`config.mk`:
```
export PLATFORM = sky130hd
export DESIGN_NAME = bank_window_mapper
export DESIGN_NICKNAME = d
export VERILOG_FILES = /design/src/rtl/bwm_pkg.sv /design/src/rtl/bwm_window.sv /design/src/rtl/bwm_select.sv /design/src/rtl/bwm_adder.sv /design/src/rtl/bank_window_mapper.sv
export SDC_FILE = /design/constraint.sdc
export NUM_CORES = 1
export LEC_CHECK = 0
export BUFFER_PORTS_ARGS = -buffer_cell sky130_fd_sc_hd__buf_2
export CORE_MARGIN = 4
export CORE_UTILIZATION = 35
export DETAILED_ROUTE_END_ITERATION = 12
export GPL_TIMING_DRIVEN = 0
export PLACE_DENSITY_LB_ADDON = 0.08
export SLEW_MARGIN = 10
export SYNTH_ARGS = -nofsm -noshare
export SYNTH_HDL_FRONTEND = slang
export SYNTH_HIERARCHICAL = 1
export SYNTH_SLANG_ARGS = --single-unit
```
`constraint.sdc`:
```
create_clock -name vclk -period 3.4
set_input_delay 0.17 -clock vclk [all_inputs]
set_output_delay 0.17 -clock vclk [all_outputs]
set_load 0.01 [all_outputs]
```
`src/rtl/bwm_pkg.sv`:
```
package bwm_pkg;

  typedef enum logic [1:0] {
    MAP_LEGACY  = 2'd0,
    MAP_LIN256K = 2'd1,
    MAP_LIN512K = 2'd2,
    MAP_LIN1M   = 2'd3
  } map_e;

  typedef enum logic {
    BANK_A = 1'b0,
    BANK_B = 1'b1
  } bank_e;

  // Legacy aperture base address.
  localparam logic [19:0] LEGACY_BASE = 20'hA0000;
  // Linear map k covers 2**(LIN_SHIFT_BASE + k) bytes.
  localparam int LIN_SHIFT_BASE = 17;
  // Legacy window sizes as log2 of bytes.
  localparam int LEG_NARROW_LOG = 16;
  localparam int LEG_WIDE_LOG   = 17;

endpackage

```
`src/rtl/bwm_window.sv`:
```
module bwm_window
  import bwm_pkg::*;
#(
  parameter int AW = 20
) (
  input  logic [AW-1:0] host_addr,
  input  map_e          map_sel,
  input  logic          wide_win,
  output logic          hit,
  output logic          upper,
  output logic [AW-1:0] local_addr
);

  localparam logic [AW-1:0] LEG_BASE = AW'(LEGACY_BASE);

  logic [3:0]    lin_hit;
  logic [3:0]    lin_upper;
  logic          leg_hit_n, leg_hit_w;
  logic [AW-1:0] base;

  assign lin_hit[0]   = 1'b0;
  assign lin_upper[0] = 1'b0;

  // One range detector per linear map size.
  for (genvar k = 1; k < 4; k++) begin : g_lin
    localparam int LOG = LIN_SHIFT_BASE + k;
    assign lin_hit[k]   = (host_addr >> LOG) == '0;
    assign lin_upper[k] = host_addr[LOG-1];
  end

  assign leg_hit_n = (host_addr >> LEG_NARROW_LOG) == (LEG_BASE >> LEG_NARROW_LOG);
  assign leg_hit_w = (host_addr >> LEG_WIDE_LOG)   == (LEG_BASE >> LEG_WIDE_LOG);

  always_comb begin
    if (map_sel == MAP_LEGACY) begin
      base  = LEG_BASE;
      hit   = wide_win ? leg_hit_w : leg_hit_n;
      upper = wide_win ? host_addr[LEG_WIDE_LOG-1] : host_addr[LEG_NARROW_LOG-1];
    end else begin
      base  = '0;
      hit   = lin_hit[map_sel];
      upper = lin_upper[map_sel];
    end
  end

  assign local_addr = host_addr - base;

endmodule

```
`src/rtl/bwm_select.sv`:
```
module bwm_select
  import bwm_pkg::*;
(
  input  logic  split_rw,
  input  logic  bankb_en,
  input  logic  is_write,
  input  logic  upper,
  output bank_e sel
);

  always_comb begin
    if (!bankb_en)     sel = BANK_A;
    else if (split_rw) sel = is_write ? BANK_B : BANK_A;
    else               sel = upper ? BANK_A : BANK_B;
  end

endmodule

```
`src/rtl/bwm_adder.sv`:
```
module bwm_adder
  import bwm_pkg::*;
#(
  parameter int AW      = 20,
  parameter int OW      = 7,
  parameter int PAGE_SH = 12
) (
  input  logic [AW-1:0] local_addr,
  input  logic [OW-1:0] ofs_a,
  input  logic [OW-1:0] ofs_b,
  input  bank_e         sel,
  output logic [AW-1:0] vaddr
);

  logic [OW-1:0] ofs;
  logic [AW-1:0] page_base;

  assign ofs       = (sel == BANK_B) ? ofs_b : ofs_a;
  assign page_base = AW'(ofs) << PAGE_SH;
  // Modulo 2**AW by truncation.
  assign vaddr     = local_addr + page_base;

endmodule

```
`src/rtl/bank_window_mapper.sv`:
```
module bank_window_mapper
  import bwm_pkg::*;
#(
  parameter int AW      = 20,
  parameter int OW      = 7,
  parameter int PAGE_SH = 12,
  parameter bit REG_OUT = 1'b0
) (
  input  logic          clk,
  input  logic          rst_n,
  input  logic [AW-1:0] host_addr,
  input  logic          is_write,
  input  logic [OW-1:0] ofs_a,
  input  logic [OW-1:0] ofs_b,
  input  logic          split_rw,
  input  logic          bankb_en,
  input  logic [1:0]    map_sel,
  input  logic          wide_win,
  output logic          hit,
  output logic [AW-1:0] vaddr
);

  logic          hit_c, upper_c;
  logic [AW-1:0] local_c, vaddr_c;
  bank_e         sel_b;

  bwm_window #(.AW(AW)) u_win (
    .host_addr (host_addr),
    .map_sel   (map_e'(map_sel)),
    .wide_win  (wide_win),
    .hit       (hit_c),
    .upper     (upper_c),
    .local_addr(local_c)
  );

  bwm_select u_sel (
    .split_rw(split_rw),
    .bankb_en(bankb_en),
    .is_write(is_write),
    .upper   (upper_c),
    .sel     (sel_b)
  );

  bwm_adder #(.AW(AW), .OW(OW), .PAGE_SH(PAGE_SH)) u_add (
    .local_addr(local_c),
    .ofs_a     (ofs_a),
    .ofs_b     (ofs_b),
    .sel       (sel_b),
    .vaddr     (vaddr_c)
  );

  if (REG_OUT) begin : g_reg
    logic          hit_d, hit_q;
    logic [AW-1:0] vaddr_d, vaddr_q;

    always_comb begin
      hit_d   = hit_c;
      vaddr_d = vaddr_c;
    end

    always_ff @(posedge clk or negedge rst_n) begin
      if (!rst_n) begin
        hit_q   <= 1'b0;
        vaddr_q <= '0;
      end else begin
        hit_q   <= hit_d;
        vaddr_q <= vaddr_d;
      end
    end

    assign hit   = hit_q;
    assign vaddr = vaddr_q;
  end else begin : g_comb
    assign hit   = hit_c;
    assign vaddr = vaddr_c;
  end


  lin_full_hit_chk: assert property (@(posedge clk) disable iff (!rst_n)
    (map_sel == 2'd3) |-> hit_c);


  legacy_narrow_chk: assert property (@(posedge clk) disable iff (!rst_n)
    (map_sel == 2'd0 && !wide_win && hit_c) |->
      ((host_addr >> 16) == (AW'(LEGACY_BASE) >> 16)));


  bankb_off_chk: assert property (@(posedge clk) disable iff (!rst_n)
    (!bankb_en) |-> (sel_b == BANK_A));


  split_dir_chk: assert property (@(posedge clk) disable iff (!rst_n)
    (bankb_en && split_rw) |-> (sel_b == (is_write ? BANK_B : BANK_A)));


  half_pick_chk: assert property (@(posedge clk) disable iff (!rst_n)
    (bankb_en && !split_rw && hit_c) |-> (sel_b == (upper_c ? BANK_A : BANK_B)));

endmodule

```
==> results.sh <==
export IMPL_status="finished, final reports clean"
export IMPL_worst_pin_slew_ns=0.2420
export IMPL_multiInputGateArea_um2=558.0
export IMPL_vias=715
export IMPL_synthToLayoutAreaGrowth_pct=47.54
export IMPL_hold_path_class="in -> out"
export IMPL_die_area_um2=2992
export IMPL_holdPathEnd="vaddr[5]"
export IMPL_power_total_mw=0.2205
export IMPL_grt_overflow=0
export IMPL_cpMaxStageDelayCell="mux4_2"
export IMPL_power_density_nw_per_um2=195.8
export IMPL_path_buf_inv=3
export IMPL_fin_nets=199
export IMPL_period_minus_slack_ns=3.232
export IMPL_grt_pass1_vias=567
export IMPL_max_cap_violations=0
export IMPL_drt_total_wl_um=1658
export IMPL_fin_util_pct=55.69
export IMPL_grt_pass1_wl_um=2221
export IMPL_critPathMaxStageDelay_ns=0.44
export IMPL_synth_seq_area_share_pct=0
export IMPL_crit_path_frequent_cell="buf_2"
export IMPL_syn_cell_area_um2=763.2
export IMPL_rsz0062_at_grt="no"
export IMPL_maxSlewViolCount=0
export IMPL_hold_ws_ns=0.6071
export IMPL_rows=16
export IMPL_synthMostInstantiatedCell="buf_4"
export IMPL_ir_drop_uv=89.09
export IMPL_drt_iter0_drc=6
export IMPL_fillers=205
export IMPL_p_leak_nw=0.6132
export IMPL_drive_above_1_share_pct=70.34
export IMPL_ctsHoldBuffers=0
export IMPL_seq_cells=0
export IMPL_drc=0
export IMPL_fmax_mhz=309.4
export IMPL_synth_top_area_share_pct=28.52
export IMPL_worstPathCellList="buf_2 > mux2_4 > mux4_2 > or2_4 > a21boi_4 > buf_6 > mux2_2 > ha_1 > a41oi_2 > o21ai_2 > o31ai_4 > xnor2_1 > buf_2"
export IMPL_grtUsageTotal_pct=9.574
export IMPL_place_congestion=0.7104
export IMPL_fin_ws_ns=0.1677
export IMPL_initial_utilization_pct=37.75
export IMPL_grt_max_degree=6
export IMPL_path_delay_family="multiplexers"
export IMPL_dpl_worst_slack_ns=-0.2265
export IMPL_drtPass1Iterations=4
export IMPL_antenna_found_initial=0
export IMPL_finalNonFillerCells=172
export IMPL_synth_top_area_cell="buf_4"
export IMPL_routed_via_density=4.157
export IMPL_finalSetupViolCount=0
export IMPL_ys_warnings_count=6
export IMPL_syn_inst=95
export IMPL_synth_area_leaders="buf_4, ha_1, mux2_2"
export IMPL_final_clkbuf_count=0
export IMPL_critical_path_required_ns=3.23
export IMPL_slew_headroom_pct=83.81
export IMPL_portBuffers=46
export IMPL_synth_cell_types=28
export IMPL_syn_avg_cell_area_um2=8.034
export IMPL_core_um2=2022
export IMPL_dp_hpwl_um=1404
export IMPL_ios=63
export IMPL_netlist_top_cells_count="buf_4, inv_1, ha_1, mux2_2, xnor2_1"
export IMPL_register_area_um2=0
export IMPL_path_max_fanout=5
export IMPL_hold_depth=3
export IMPL_critPathArrivalTime_ns=3.06
export IMPL_n_antenna_cell=0
export IMPL_antenna_left=0
export IMPL_start_kind="input pin"
export IMPL_setup_worst_path_end_class="output port"
export IMPL_fp_dieW_um=54.70
export IMPL_hold_viol_final=0
export IMPL_crit_type="in -> out"
export IMPL_die_height_um=54.70
export IMPL_dpl_cell_count=168
export IMPL_finalCritPeriodShare_pct=95.07
export IMPL_syn_num_nets=147
export IMPL_wl_per_cell_um=9.640
export IMPL_hp_start="host_addr[5]"
-- how the worst max path moves through the flow --
stage	end	depth (start not counted)	start	slack, ns
3_5_place_dp	vaddr[18]	16	wide_win	-0.23
5_1_grt	vaddr[19]	13	wide_win	0.004
4_1_cts	vaddr[18]	15	wide_win	0.06
3_3_place_gp	vaddr[18]	16	wide_win	-0.24
2_1_floorplan	vaddr[19]	13	wide_win	0.25
6_report	vaddr[19]	13	wide_win	0.17
-- cell usage in the layout, fill, tap and decap left out, types with 2 or more instances in the layout --
master | netlist | layout
a21oi_2 | 0 | 2
buf_2 | 0 | 46
buf_4 | 29 | 33
ha_1 | 9 | 6
ha_4 | 0 | 2
inv_1 | 12 | 12
mux2_2 | 6 | 5
mux2_4 | 1 | 2
nand2_1 | 2 | 2
nand2b_1 | 2 | 2
nor2_1 | 2 | 2
nor2b_1 | 3 | 2
nor3_1 | 2 | 2
o21ai_0 | 3 | 2
o21ai_2 | 1 | 2
xnor2_1 | 5 | 5
-- logic make-up (layout without fill, tap and decap cells) --
kind of cell               after synthesis  count (layout)  synth area share (%)
AOI/OAI and AO/OA                       14              14                 15.41
muxes                                   10              10                 16.39
xor gates and xnor gates                 6               6                 6.885
and+or+nand+nor                         13              13                 9.018
buffers and inverters                   42              92                 34.92
adders and majority gates               10              10                 17.38
-- timing repair --
item	CTS	global route
buffers inserted	1	4
setup endpoints to repair	4	2
pin swaps	1	8
resized for setup	1	14
-- routing by layer --
metal | part of all wire [%] | wire [µm] | up-vias | track usage [%]
met5 | 0 | 0 | - | 0
met1 | 40 | 668 | 295 | 12.06
met2 | 47 | 784 | 32 | 18.31
met3 | 12 | 206 | 0 | 0.8174
met4 | 0 | 0 | 0 | 0
li1 | - | - | 388 | -
-- final cells by class --
class              count  share of cell area (%)
repair buffers        51                   24.11
plain buffers         29                   19.33
multi-input cells     53                   49.56
inverters             12                   4.000
well taps             27                   3.000
-- power by group --
group          total (mW)  internal [mW]  switching, mW
clock network           0              0              0
registers               0              0              0
logic               0.220          0.122         0.0982
-- metrics by stage --
stage / TNS, ns / cell area (µm²)
3_3_place_gp: -0.4979 / 1027
3_5_place_dp: -0.5006 / 1027
4_1_cts: 0 / 1039
5_1_grt: 0 / 1126
6_report: 0 / 1126
2_1_floorplan: 0 / 763.2
No activity file was read; power rests on OpenSTA's default activity.
